--- src/rtl/console_pkg.sv ---
package console_pkg;
    localparam int unsigned OFF_W = 16;
    localparam logic [OFF_W-1:0] OFF_RX_CTRL = 16'h0000;
    localparam logic [OFF_W-1:0] OFF_RX_DATA = 16'h0004;
    localparam logic [OFF_W-1:0] OFF_TX_CTRL = 16'h0008;
    localparam logic [OFF_W-1:0] OFF_TX_DATA = 16'h000C;

    typedef enum logic [2:0] {
        SEL_NONE, SEL_RX_CTRL, SEL_RX_DATA, SEL_TX_CTRL, SEL_TX_DATA, SEL_UNUSED
    } sel_e;

    typedef enum logic {RX_EMPTY, RX_FULL} rx_state_e;
    typedef enum logic {TX_READY, TX_BUSY} tx_state_e;
endpackage

--- src/rtl/console_decode.sv ---
module console_decode
    import console_pkg::*;
#(
    parameter int unsigned ADDR_W = 32,
    parameter logic [ADDR_W-OFF_W-1:0] WIN_TAG = '1
) (
    input  logic [ADDR_W-1:0] addr,
    output logic              hit,
    output sel_e              sel
);
    localparam int unsigned TAG_W = ADDR_W - OFF_W;

    logic [TAG_W-1:0] tag;
    logic [OFF_W-1:0] off;

    assign tag = addr[ADDR_W-1:OFF_W];
    assign off = addr[OFF_W-1:0];
    assign hit = (tag == WIN_TAG);

    always_comb begin
        if (!hit) begin
            sel = SEL_NONE;
        end else begin
            unique case (off)
                OFF_RX_CTRL: sel = SEL_RX_CTRL;
                OFF_RX_DATA: sel = SEL_RX_DATA;
                OFF_TX_CTRL: sel = SEL_TX_CTRL;
                OFF_TX_DATA: sel = SEL_TX_DATA;
                default:     sel = SEL_UNUSED;
            endcase
        end
    end
endmodule

--- src/rtl/console_rx.sv ---
module console_rx
    import console_pkg::*;
#(
    parameter int unsigned BYTE_W = 8
) (
    input  logic              clk,
    input  logic              rst_n,
    input  logic              in_vld,
    input  logic [BYTE_W-1:0] in_byte,
    input  logic              data_rd,
    input  logic              ctrl_rd,
    output logic              ready,
    output logic              overrun,
    output logic [BYTE_W-1:0] data_q
);
    rx_state_e state_q, state_d;
    logic      ovr_q;

    // state register
    always_ff @(posedge clk) begin
        if (!rst_n) state_q <= RX_EMPTY;
        else        state_q <= state_d;
    end

    // transitions: arrive (EMPTY->FULL), consume (FULL->EMPTY)
    always_comb begin
        state_d = state_q;
        unique case (state_q)
            RX_EMPTY: if (in_vld) state_d = RX_FULL;
            RX_FULL:  if (data_rd && !in_vld) state_d = RX_EMPTY;
            default:  state_d = RX_EMPTY;
        endcase
    end

    // data and sticky overrun
    always_ff @(posedge clk) begin
        if (!rst_n) begin
            data_q <= '0;
            ovr_q  <= 1'b0;
        end else begin
            if (in_vld) data_q <= in_byte;
            if (in_vld && (state_q == RX_FULL) && !data_rd) ovr_q <= 1'b1;
            else if (ctrl_rd)                               ovr_q <= 1'b0;
        end
    end

    // outputs
    always_comb begin
        ready   = (state_q == RX_FULL);
        overrun = ovr_q;
    end
endmodule

--- src/rtl/console_tx.sv ---
module console_tx
    import console_pkg::*;
#(
    parameter int unsigned BYTE_W = 8
) (
    input  logic              clk,
    input  logic              rst_n,
    input  logic              data_wr,
    input  logic [BYTE_W-1:0] wbyte,
    input  logic              out_ack,
    output logic              ready,
    output logic              out_vld,
    output logic [BYTE_W-1:0] out_byte
);
    tx_state_e state_q, state_d;

    // state register
    always_ff @(posedge clk) begin
        if (!rst_n) state_q <= TX_READY;
        else        state_q <= state_d;
    end

    // transitions: launch (READY->BUSY), release (BUSY->READY)
    always_comb begin
        state_d = state_q;
        unique case (state_q)
            TX_READY: if (data_wr) state_d = TX_BUSY;
            TX_BUSY:  if (out_ack) state_d = TX_READY;
            default:  state_d = TX_READY;
        endcase
    end

    always_ff @(posedge clk) begin
        if (!rst_n)                            out_byte <= '0;
        else if (data_wr && state_q == TX_READY) out_byte <= wbyte;
    end

    // outputs
    always_comb begin
        ready   = (state_q == TX_READY);
        out_vld = (state_q == TX_BUSY);
    end
endmodule

--- src/rtl/mmio_console.sv ---
module mmio_console
    import console_pkg::*;
#(
    parameter int unsigned ADDR_W = 32,
    parameter int unsigned DATA_W = 32,
    parameter int unsigned BYTE_W = 8
) (
    input  logic              clk,
    input  logic              rst_n,
    input  logic              bus_req,
    input  logic              bus_we,
    input  logic [ADDR_W-1:0] bus_addr,
    input  logic [DATA_W-1:0] bus_wdata,
    output logic [DATA_W-1:0] bus_rdata,
    output logic              bus_ack,
    output logic              mem_req,
    input  logic              rx_valid,
    input  logic [BYTE_W-1:0] rx_byte,
    output logic              tx_valid,
    output logic [BYTE_W-1:0] tx_byte,
    input  logic              tx_ack
);
    localparam int unsigned PAD_W = DATA_W - BYTE_W;

    logic              hit;
    sel_e              sel;
    logic              rx_rdy, rx_ovr, tx_rdy;
    logic [BYTE_W-1:0] rx_data;
    logic              rd_cyc, wr_cyc;

    console_decode #(.ADDR_W(ADDR_W)) u_dec (
        .addr(bus_addr), .hit(hit), .sel(sel)
    );

    assign bus_ack = bus_req & hit;
    assign mem_req = bus_req & ~hit;
    assign rd_cyc  = bus_ack & ~bus_we;
    assign wr_cyc  = bus_ack &  bus_we;

    console_rx #(.BYTE_W(BYTE_W)) u_rx (
        .clk(clk), .rst_n(rst_n),
        .in_vld(rx_valid), .in_byte(rx_byte),
        .data_rd(rd_cyc && sel == SEL_RX_DATA),
        .ctrl_rd(rd_cyc && sel == SEL_RX_CTRL),
        .ready(rx_rdy), .overrun(rx_ovr), .data_q(rx_data)
    );

    console_tx #(.BYTE_W(BYTE_W)) u_tx (
        .clk(clk), .rst_n(rst_n),
        .data_wr(wr_cyc && sel == SEL_TX_DATA),
        .wbyte(bus_wdata[BYTE_W-1:0]),
        .out_ack(tx_ack),
        .ready(tx_rdy), .out_vld(tx_valid), .out_byte(tx_byte)
    );

    always_comb begin
        bus_rdata = '0;
        if (rd_cyc) begin
            unique case (sel)
                SEL_RX_CTRL: bus_rdata = {{(DATA_W-2){1'b0}}, rx_ovr, rx_rdy};
                SEL_RX_DATA: bus_rdata = {{PAD_W{1'b0}}, rx_data};
                SEL_TX_CTRL: bus_rdata = {{(DATA_W-1){1'b0}}, tx_rdy};
                default:     bus_rdata = '0;
            endcase
        end
    end
endmodule

--- config.mk ---
export PLATFORM = sky130hd
export DESIGN_NAME = mmio_console
export DESIGN_NICKNAME = d
export VERILOG_FILES = /design/src/rtl/console_pkg.sv /design/src/rtl/console_decode.sv /design/src/rtl/console_rx.sv /design/src/rtl/console_tx.sv /design/src/rtl/mmio_console.sv
export SDC_FILE = /design/constraint.sdc
export NUM_CORES = 1
export LEC_CHECK = 0
export ABC_AREA = 1
export BUFFER_PORTS_ARGS = -buffer_cell sky130_fd_sc_hd__buf_2
export CAP_MARGIN = 30
export CORE_ASPECT_RATIO = 0.5
export CORE_MARGIN = 1.5
export CORE_UTILIZATION = 37
export CTS_CLUSTER_DIAMETER = 30
export CTS_CLUSTER_SIZE = 25
export DETAILED_ROUTE_END_ITERATION = 8
export PLACE_DENSITY = 0.77
export SLEW_MARGIN = 25
export SYNTH_ARGS = -nofsm -noshare
export SYNTH_HDL_FRONTEND = slang
export SYNTH_HIERARCHICAL = 1
export SYNTH_SLANG_ARGS = --single-unit
--- constraint.sdc ---
create_clock -name clk -period 2.8 [get_ports clk]
set_clock_uncertainty 0.2 [all_clocks]
set_input_delay 0.7 -clock clk [delete_from_list [all_inputs] [get_ports clk]]
set_output_delay 0.7 -clock clk [all_outputs]
set_load 0.03 [all_outputs]
# Word level (Yosys, flattened, before mapping)

Index checks and enable logic that the tools add are counted.

Mux-type cells: 12
Shift operators: 0
Add/subtract/negate cells: 0
Divide/modulo/power cells: 0
Bitwise operators: 8
Magnitude comparators: 0
Multipliers: 0
Reduce and logical (&&, ||, !) cells: 11
Eq/ne operators: 8

Operator list:

| cell                   | count |
|---|---|
| $eq A16 B4 Y1 const B  | 2 |
| $pmux W8 S3            | 1 |
| $eq A16 B16 Y1 const B | 1 |
| $eq A16 B3 Y1 const B  | 1 |
| $logic_not A16 Y1      | 1 |
| $pmux W3 S4            | 1 |
| $mux W8                | 1 |
| $logic_and A1 B1 Y1    | 7 |
| $eq A3 B2 Y1 const B   | 2 |
| $mux W1                | 6 |
| $and A1 B1 Y1          | 4 |
| $not A1 Y1             | 4 |
| $pmux W1 S2            | 2 |
| $eq A3 B1 Y1 const B   | 1 |
| $eq A3 B3 Y1 const B   | 1 |
| $mux W3                | 1 |
| $logic_not A1 Y1       | 2 |
| $reduce_bool A2 Y1     | 1 |

Word-level logic and storage cells: 44
Output and inout bits: 43
Memory bits (writable): 0
Bits of input ports: 78
Memories kept: 0
Latch bits: 0
Bits in registers: 19
Bits in read-only memories: 0

# Longest topological paths before layout

Gate-level depths: netlist (run 1).

Depth in word-level cells: 8
Mapped depth: 15
Mapped depth without buffers: 14

# Cells and area by module

The synthesis (run 1) kept the hierarchy.

Modules (own cells, without submodules):

| module         | area an instance (um2) | cells an instance | instances | sequential area each (um2) |
|---|---|---|---|---|
| console_tx     | 394.1                  | 58                | 1         | 180.2 |
| console_rx     | 381.6                  | 44                | 1         | 200.2 |
| mmio_console   | 367.9                  | 63                | 1         | 0.0 |
| console_decode | 166.4                  | 39                | 1         | 0.0 |

# Least setup slack after synthesis (run 1)

Ideal clock, no wire load.

Path type: input to output
Start: input port bus_addr[15]
End: output port bus_rdata[0]
Required time: 1.900 ns
Data arrival time: 1.914 ns
Buffers on the path: 0
Cell stages on the path: 9
Setup slack: -0.014 ns
Cells stage by stage: nor2_1 -> nand2_1 -> nor2_2 -> nand4_1 -> nor2_1 -> inv_2 -> nor2_4 -> nand3_1 -> a21oi_1

Word-level cells in the longest chain between the ends: 6
Elaborated cells on any way between the ends: 11
Those cells by class: 6 x eq/ne; 4 x mux; 1 x reduce/logical

Ends and longest elaborated chain:

| what                                         | RTL line             | text |
|---|---|---|
| start: declaration                           | mmio_console.sv:12   | `input logic [ADDR_W-1:0] bus_addr,` |
| $eq A16 B4 Y1 (tied with other cells)        | console_decode.sv:24 | `unique case (off)` |
| $pmux W3 S4 *                                | console_decode.sv:24 |  |
| $mux W3 *                                    | console_decode.sv:21 | `if (!hit) begin` |
| named net sel[1]                             | mmio_console.sv:26   | `sel_e sel;` |
| $eq A3 B2 Y1 or $eq A3 B1 Y1 (tied branches) | mmio_console.sv:59   | `unique case (sel)` |
| $pmux W8 S3 *                                | mmio_console.sv:59   |  |
| $mux W8 *                                    | mmio_console.sv:58   | `if (rd_cyc) begin` |
| end: declaration                             | mmio_console.sv:14   | `output logic [DATA_W-1:0] bus_rdata,` |

The timed path passes the listed nets; every way through them passes the cells marked *.

# Worst setup path after layout (run 1)

Start: input port bus_addr[5]
End: output port bus_rdata[2]

Same word-level chain as after synthesis.

==> impl_metrics.py, run 1 <==
metrics = {
    "timing": {
        "rsz0062_at_grt": "yes",
        "min_period_ns": 2.949,
        "hold_ws_ns": 0.2780,
        "period_share_pct": 105.3,
        "fmax_ghz": 0.3391,
        "fin_ws_ns": -0.1491,
        "hold_violations": 0,
        "finalMaxSlewViolations": 0,
        "setup_violations": 8,
    },
    "logic_synthesis": {
        "synth_compound_area_share_pct": 5.731,
        "synth-seq-cells": 19,
        "yosysWarningCount": 6,
        "yosysTopAreaCell": "dfxtp_1",
        "synth_area_sq_mm": 0.001310,
        "yosysSeqAreaShare_pct": 29.04,
        "synth_mux_area_share_pct": 0,
        "synthXorXnorAreaFrac_pct": 0,
        "synth-simple-area-share_pct": 37.34,
        "synthCells": 204,
        "synth_area_leaders": "dfxtp_1 29%, nor2_1 14%, buf_4 14%, inv_1 9.5%, nand2_1 7.4%",
        "synth_cell_types": 22,
        "synth_top_family_by_area": "simple AND/OR/NAND/NOR gates",
        "synth_top_area_share_pct": 29.04,
        "syn_avg_cell_area_sq_um": 6.422,
        "synthAdderAreaFrac_pct": 0,
    },
    "clocking": {
        "cts.sinks": 19,
        "cts_tree": "yes",
        "clockBufferDepth": 2,
        "clockRootBuffer": "clkbuf_8",
        "postCtsHoldBufs": 0,
        "cts.clk_slew.worst_paths_ns": 0.07,
        "cts_buffers": 3,
        "cts_htree_levels": 1,
        "clock_latency_ns": 0.25,
    },
    "worst_setup_path": {
        "cp.required_ns": 1.90,
        "critPathLaunch": "bus_addr[5]",
        "worstPathArrival_ns": 2.05,
        "r2r-start": "u_tx/out_vld",
        "startpoint_type": "input port",
        "ff2ff_path_depth": 4,
        "setup.worst_path.class": "in -> out",
        "path_max_fanout": 7,
        "cp-end-kind": "output port",
    },
    "drt": {
        "drt_iter0_drc": 41,
        "drtAntennaViolNets": 0,
        "avgViaCountPerCell": 4.252,
        "wl_um": 2997,
        "dr.max_layer_used": "met4",
        "met1_length_um": 1114,
        "num_vias": 1416,
        "drc": 0,
        "firstDrtPassIters": 4,
        "dr_wl_met2_um": 1621,
        "met3_length_um": 254,
        "wire_per_inst_um": 9.000,
    },
    "floorplan": {
        "dieArea_sq_mm": 0.003928,
        "die_y_um": 45.08,
        "coreArea_sq_mm": 0.003416,
        "start_util_pct": 38.35,
        "top_level_ports": 121,
        "die_x_um": 87.15,
        "row_count": 15,
    },
    "pwr": {
        "ir_drop_mv": 0.2502,
        "power_density_mw_per_mm2": 326.4,
        "p_leak_nw": 0.9706,
    },
    "place": {
        "io_buffers": 72,
        "pre_cts_ws_ns": -0.1051,
        "place_inst": 325,
        "gp_congestion": 0.7812,
        "place_hpwl_um": 2281,
        "place_area_sq_mm": 0.001635,
    },
    "run_status": {
        "violations": "negative setup slack",
        "status": "complete, but fails checks",
    },
    "layout": {
        "layout.cells.non_filler": 333,
        "diodes": 0,
        "final_area_sq_mm": 0.001869,
        "area_growth_pct": 42.69,
        "fillers": 346,
        "regArea_sq_um": 380.4,
        "layout-drive-gt1-share_pct": 41.13,
        "multi_input_area_sq_um": 724.4,
        "nets": 361,
        "finish.utilization_pct": 54.73,
    },
    "global_route": {
        "gr-usage-all-layers_pct": 13.09,
        "grt_pass1_wl_um": 4153,
        "antenna_found_initial": 0,
        "grt_max_degree": 19,
        "grt_pass1_vias": 1098,
        "overflow": 0,
    },
    "worst_hold_path": {
        "hold_depth": 2,
        "hold_path_class": "reg -> reg",
        "min_from": "u_tx/out_byte[3]",
    },
    "run": {
        "drv_cap": 0,
    },
}
## layer usage
metal  up-vias  GRT usage (%)
met5         -              0
met4         0          1.270
met3         4          3.108
met2        61          27.29
met1       621          14.24
li1        730              -
## per-stage QoR
stage | total power, mW | TNS (ns)
finish | 0.6101 | -0.7022
global route | 0.6469 | -1.485
CTS | 0.6046 | -0.3008
detailed placement | 0.4155 | -0.6734
global placement | 0.4123 | -0.5206
floorplan | 0.3984 | 0
## repair_timing
action,in CTS,in global routing
cloned,0,0
pin swaps,7,16
setup buffers,1,3
resized for setup,16,29
endpoints found under the setup margin,8,8
## final timing paths
path | end | slack, ns
hold reg to reg | u_tx/out_byte[3] | 0.28
hold / removal | u_tx/out_byte[3] | 0.28
setup reg to reg | u_tx/out_byte[4] | 1.74
setup / recovery | bus_rdata[2] | -0.15
## synth_stat cells (all sizes together)
cell type  instances
inv               39
nand2             27
nor2              54
nand3             13
conb               1
nor3               1
nand4             10
dfxtp             19
a21boi             1
a21oi              4
o21ai              8
buf               27
## cell families after synthesis
| family | Yosys count |
|---|---|
| compound gates | 13 |
| buf+inv | 66 |
| flops | 19 |
| other cells | 1 |
| simple gates | 105 |
## critical path: stages
cell,delay (ns)
buf_2,0.12
nor2_4,0.08
nand2_2,0.09
nor2_4,0.11
nand4_1,0.08
nor2_1,0.13
inv_2,0.06
nor2_4,0.15
nand4_4,0.19
nor2_1,0.15
buf_4,0.18
## cells in the final DEF, fill, tap and decap left out, drive strengths merged, types with 3 or more instances in the layout
cell    synthesis  layout
nand2          27      27
nor2           54      54
inv            39      39
clkbuf          0       3
conb            1      24
dfxtp          19      19
o21ai           8       8
buf            27      78
nand3          13      13
nand4          10      10
a21oi           4       4
## power breakdown
group	internal (mW)	switching [mW]	leakage, nW	total [mW]
clock	0.0986	0.0845	0.0255	0.183
sequential	0.280	0.00606	0.156	0.286
combinational	0.0519	0.0887	0.790	0.141
## registers in the layout (all words and copies together) (netlist names)
| register | cells |
|---|---|
| u_rx/ready | 1 |
| u_tx/out_byte | 8 |
| u_rx/overrun | 1 |
| u_rx/data_q | 8 |
| u_tx/out_vld | 1 |
## area by class of cell
| class | count | share of cell area (%) |
|---|---|---|
| Timing Repair Buffer | 78 | 26.64 |
| Inverter | 39 | 8.367 |
| Sequential cell | 19 | 20.35 |
| Tap cell | 51 | 3.414 |
| Multi-Input combinational cell | 142 | 38.76 |
| Clock buffer | 3 | 2.209 |
| Clock inverter | 1 | 0.2677 |
Power figures use the tool's default switching activity.
==> run 2: changes to the inputs <==
==> constraint.sdc (replaced) <==
create_clock -name clk -period 2.9 [get_ports clk]
set_clock_uncertainty 0.2 [all_clocks]
set_input_delay 0.725 -clock clk [delete_from_list [all_inputs] [get_ports clk]]
set_output_delay 0.725 -clock clk [all_outputs]
set_load 0.03 [all_outputs]
==> impl_metrics.py, run 2 (synthesis results as in run 1) <==
metrics = {
    "run_status": {
        "status": "complete, but fails checks",
        "violations": "negative setup slack",
    },
    "timing": {
        "fmax_ghz": 0.3430,
        "finalMaxSlewViolations": 0,
        "fin_ws_ns": -0.01528,
        "rsz0062_at_grt": "yes",
        "setup_violations": 4,
        "period_share_pct": 100.5,
        "final.setup.tns_ns": -0.02860,
        "min_period_ns": 2.915,
        "hold_violations": 0,
    },
    "clocking": {
        "clockBufferDepth": 2,
        "cts.clk_slew.worst_paths_ns": 0.08,
        "clock_latency_ns": 0.26,
        "cts_buffers": 3,
        "postCtsHoldBufs": 0,
        "cts_tree": "yes",
        "cts.sinks": 19,
        "cts_htree_levels": 1,
        "clockRootBuffer": "clkbuf_8",
    },
    "worst_setup_path": {
        "cp.required_ns": 1.98,
        "ff2ff_path_depth": 4,
        "cp-end-kind": "output port",
        "max_stage_delay_ns": 0.15,
        "critPathLaunch": "bus_addr[7]",
        "worstPathArrival_ns": 1.99,
        "cp_cell_sequence": "buf_6 > nor2_2 > nand2_1 > nor2_2 > nand4_1 > nor2_1 > inv_2 > nor2_4 > buf_4 > nand3_2 > a21oi_2 > buf_6",
        "setup.worst_path.class": "in -> out",
        "slowest_stage": "a21oi_2",
        "path_max_fanout": 3,
        "r2r-start": "u_tx/out_vld",
        "startpoint_type": "input port",
    },
    "global_route": {
        "overflow": 0,
        "grt-busiest-layer": "met2",
        "grt_max_degree": 19,
        "use_met1_pct": 14.91,
        "gr-usage-met3_pct": 3.656,
        "grtUsageMet2_pct": 27.60,
        "gr-usage-all-layers_pct": 13.65,
        "grt_pass1_wl_um": 4215,
        "grt_pass1_vias": 1043,
        "antenna_found_initial": 0,
    },
    "worst_hold_path": {
        "hold_path_class": "reg -> reg",
        "min_from": "u_tx/out_byte[3]",
        "hold_depth": 2,
    },
    "floorplan": {
        "die_x_um": 87.15,
        "start_util_pct": 38.35,
        "coreArea_sq_mm": 0.003416,
        "die_y_um": 45.08,
        "row_count": 15,
        "dieArea_sq_mm": 0.003928,
        "top_level_ports": 121,
    },
    "place": {
        "place_inst": 326,
        "place_hpwl_um": 2292,
        "gp_congestion": 0.7773,
        "place_area_sq_mm": 0.001635,
        "io_buffers": 72,
    },
    "layout": {
        "nets": 362,
        "final_common_cell": "buf_2",
        "layout-drive-gt1-share_pct": 40.64,
        "layout_common_cells": "56 x buf_2, 42 x nor2_1, 30 x inv_1, 24 x nand2_1, 24 x conb_1",
        "area_growth_pct": 41.45,
        "reg_top3": "u_rx/data_q (8), u_tx/out_byte (8)",
        "final_area_sq_mm": 0.001853,
        "layout.cells.non_filler": 334,
        "diodes": 0,
    },
    "pwr": {
        "power_density_mw_per_mm2": 318.9,
        "p_leak_nw": 0.9717,
        "ir_drop_mv": 0.3624,
    },
    "drt": {
        "drtAntennaViolNets": 0,
        "firstDrtPassIters": 4,
        "avgViaCountPerCell": 4.249,
        "wire_per_inst_um": 9.353,
        "wl_um": 3124,
        "drt_iter0_drc": 46,
        "drc": 0,
        "num_vias": 1419,
    },
    "run": {
        "drv_cap": 0,
    },
}
==> run 2: cell type report <==
| class | count | area, sq um |
|---|---|---|
| multi-input cells | 142 | 714.4 |
| clock inverters | 1 | 5.005 |
| flip-flops and latches | 19 | 380.4 |
| repair buffers | 79 | 494.2 |
| well taps | 51 | 63.81 |
| inverters | 39 | 153.9 |
| clock buffers | 3 | 41.29 |
| fillers | 338 | 1563 |
==> run 2: routing by layer <==
layer  wire [um]  up-vias
met5           0        -
met4          33        0
met3         254        4
met2        1620       56
met1        1215      631
li1            -      728
==> run 2: timing repair <==
action,CTS,global route
gates cloned,0,0
endpoints found under the hold margin,0,0
buffers inserted,1,3
endpoints found under the setup margin,7,8
gates resized for setup,13,27
pin swaps,5,7
==> run 2: critical path: cells and delay by family <==
family | cells | cell delay [ns]
simple gates | 7 | 0.67
compound gates | 1 | 0.15
buf+inv | 4 | 0.43
==> run 2: path summary, 6_finish.rpt <==
check	end	slack, ns
setup / recovery	bus_rdata[0]	-0.02
hold / removal	u_tx/out_byte[3]	0.28
setup reg to reg	u_tx/out_byte[5]	1.84
hold reg to reg	u_tx/out_byte[3]	0.28
==> run 2: through the flow <==
| stage | hold slack (ns) | setup slack (ns) | util [%] | power [mW] |
|---|---|---|---|---|
| after floorplan | 0.2528 | 0.03557 | - | 0.3847 |
| after global placement | 0.2601 | -0.03451 | 47.88 | 0.3980 |
| after detailed placement | 0.2673 | -0.06266 | 47.88 | 0.4010 |
| after CTS | 0.2847 | -0.03241 | 50.66 | 0.5877 |
| after global routing | 0.2956 | -0.1478 | 54.25 | 0.6240 |
| final | 0.2797 | -0.01528 | 54.25 | 0.5909 |
==> run 2: report_power, final <==
group          switching (mW)  internal [mW]
Combinational          0.0843         0.0486
Sequential            0.00580          0.270
Clock                  0.0864         0.0953
==> run 3: changes to the inputs <==
==> constraint.sdc (replaced) <==
create_clock -name clk -period 2.9 [get_ports clk]
set_clock_uncertainty 0.2 [all_clocks]
set_input_delay 0.58 -clock clk [delete_from_list [all_inputs] [get_ports clk]]
set_output_delay 0.58 -clock clk [all_outputs]
set_load 0.03 [all_outputs]
==> impl_metrics.py, run 3 (synthesis results as in run 1) <==
metrics = {
    "layout": {
        "regArea_sq_um": 380.4,
        "layout_common_cells": "72 x buf_2, 49 x nor2_1, 33 x inv_1, 26 x nand2_1, 24 x conb_1",
        "diodes": 0,
        "final_common_cell": "buf_2",
        "area_growth_pct": 28.08,
        "layout.cells.non_filler": 328,
        "layout-drive-gt1-share_pct": 33.21,
        "reg_top3": "u_rx/data_q (8), u_tx/out_byte (8)",
        "final_area_sq_mm": 0.001678,
        "fillers": 355,
        "nets": 356,
        "multi_input_area_sq_um": 654.4,
    },
    "timing": {
        "setup_violations": 0,
        "finalMaxSlewViolations": 0,
        "final.setup.tns_ns": 0,
        "fmax_ghz": 0.3730,
        "hold_ws_ns": 0.2770,
        "rsz0062_at_grt": "no",
        "period_share_pct": 92.45,
        "hold_violations": 0,
        "fin_ws_ns": 0.2190,
        "min_period_ns": 2.681,
    },
    "global_route": {
        "gr-usage-all-layers_pct": 13.41,
        "grt_max_degree": 19,
        "grt_pass1_vias": 1042,
        "antenna_found_initial": 0,
        "overflow": 0,
        "grt_pass1_wl_um": 4140,
    },
    "run_status": {
        "status": "finished clean",
    },
    "floorplan": {
        "coreArea_sq_mm": 0.003416,
        "dieArea_sq_mm": 0.003928,
        "die_x_um": 87.15,
        "row_count": 15,
        "top_level_ports": 121,
        "die_y_um": 45.08,
        "start_util_pct": 38.35,
    },
    "clocking": {
        "cts_tree": "yes",
        "clockRootBuffer": "clkbuf_8",
        "cts.sinks": 19,
        "clockBufferDepth": 2,
        "ctsResizeCount": 0,
        "cts_buffers": 3,
        "cts_htree_levels": 1,
        "cts.clk_slew.worst_paths_ns": 0.07,
        "postCtsHoldBufs": 0,
        "clock_latency_ns": 0.25,
        "cts_setup_buffers": 0,
    },
    "drt": {
        "wire_per_inst_um": 8.616,
        "wl_um": 2826,
        "firstDrtPassIters": 4,
        "drc": 0,
        "num_vias": 1360,
        "drt_iter0_drc": 45,
        "avgViaCountPerCell": 4.146,
        "drtAntennaViolNets": 0,
    },
    "worst_setup_path": {
        "setup.worst_path.class": "in -> out",
        "cp-end-kind": "output port",
        "cp.required_ns": 2.12,
        "worstPathArrival_ns": 1.90,
        "startpoint_type": "input port",
        "path_max_fanout": 7,
    },
    "place": {
        "place_inst": 324,
        "gp_congestion": 0.7837,
        "pre_cts_ws_ns": 0.2137,
        "place_area_sq_mm": 0.001633,
        "io_buffers": 72,
        "place_hpwl_um": 2309,
    },
    "pwr": {
        "power_density_mw_per_mm2": 341.3,
        "p_leak_nw": 0.9317,
        "ir_drop_mv": 0.3760,
    },
    "worst_hold_path": {
        "hold_path_class": "reg -> reg",
    },
    "run": {
        "drv_cap": 0,
    },
}
-- run 3: cell count changes in the layout (fill, tap and decap cells not counted), sizes merged --
cell	change
clkinv	-1
buf	-6
clkbuf	+1
-- run 3: area by class of cell --
class | count | share of cell area, %
inverters | 39 | 9.172
multi-input cells | 142 | 39.00
well taps | 51 | 3.803
clock buffers | 4 | 2.685
repair buffers | 73 | 22.67
flip-flops and latches | 19 | 22.67
-- run 3: report_power, final --
part,total (mW),internal (mW),switching (mW)
combinational,0.120,0.0403,0.0792
sequential,0.276,0.271,0.00532
clock,0.177,0.0974,0.0799
total,0.573,0.408,0.164
-- run 3: path summary, 6_finish.rpt --
kind,startpoint,endpoint,depth (start not counted),slack [ns]
hold / removal,u_tx/out_byte[3],u_tx/out_byte[3],2,0.28
setup / recovery,bus_addr[15],bus_rdata[3],11,0.22
setup reg to reg,u_tx/out_vld,u_tx/out_byte[7],4,1.84
hold reg to reg,u_tx/out_byte[3],u_tx/out_byte[3],2,0.28
-- run 3: worst max-delay path, stage by stage --
cell,delay [ns]
buf_2,0.10
nor2_1,0.09
nand2_1,0.07
nor2_2,0.15
nand4_1,0.10
nor2_1,0.12
inv_2,0.08
nor2_4,0.13
nand4_4,0.15
nor2_1,0.13
buf_2,0.21
-- run 3: per-stage QoR --
step                utilization (%)  power [mW]
CTS                           49.12      0.5800
finish                        49.12      0.5727
global route                  49.12      0.6085
detailed placement            47.80      0.4011
floorplan                         -      0.3847
global placement              47.80      0.3981
-- run 3: routing by layer --
| layer | wire length [um] | part of all wire [%] | track usage (%) | vias to the layer above |
|---|---|---|---|---|
| met4 | 14 | 0.50 | 1.905 | 0 |
| met5 | 0 | 0 | 0 | - |
| met1 | 1115 | 39 | 14.46 | 581 |
| li1 | - | - | - | 718 |
| met3 | 232 | 8.2 | 3.291 | 2 |
| met2 | 1464 | 52 | 27.75 | 59 |
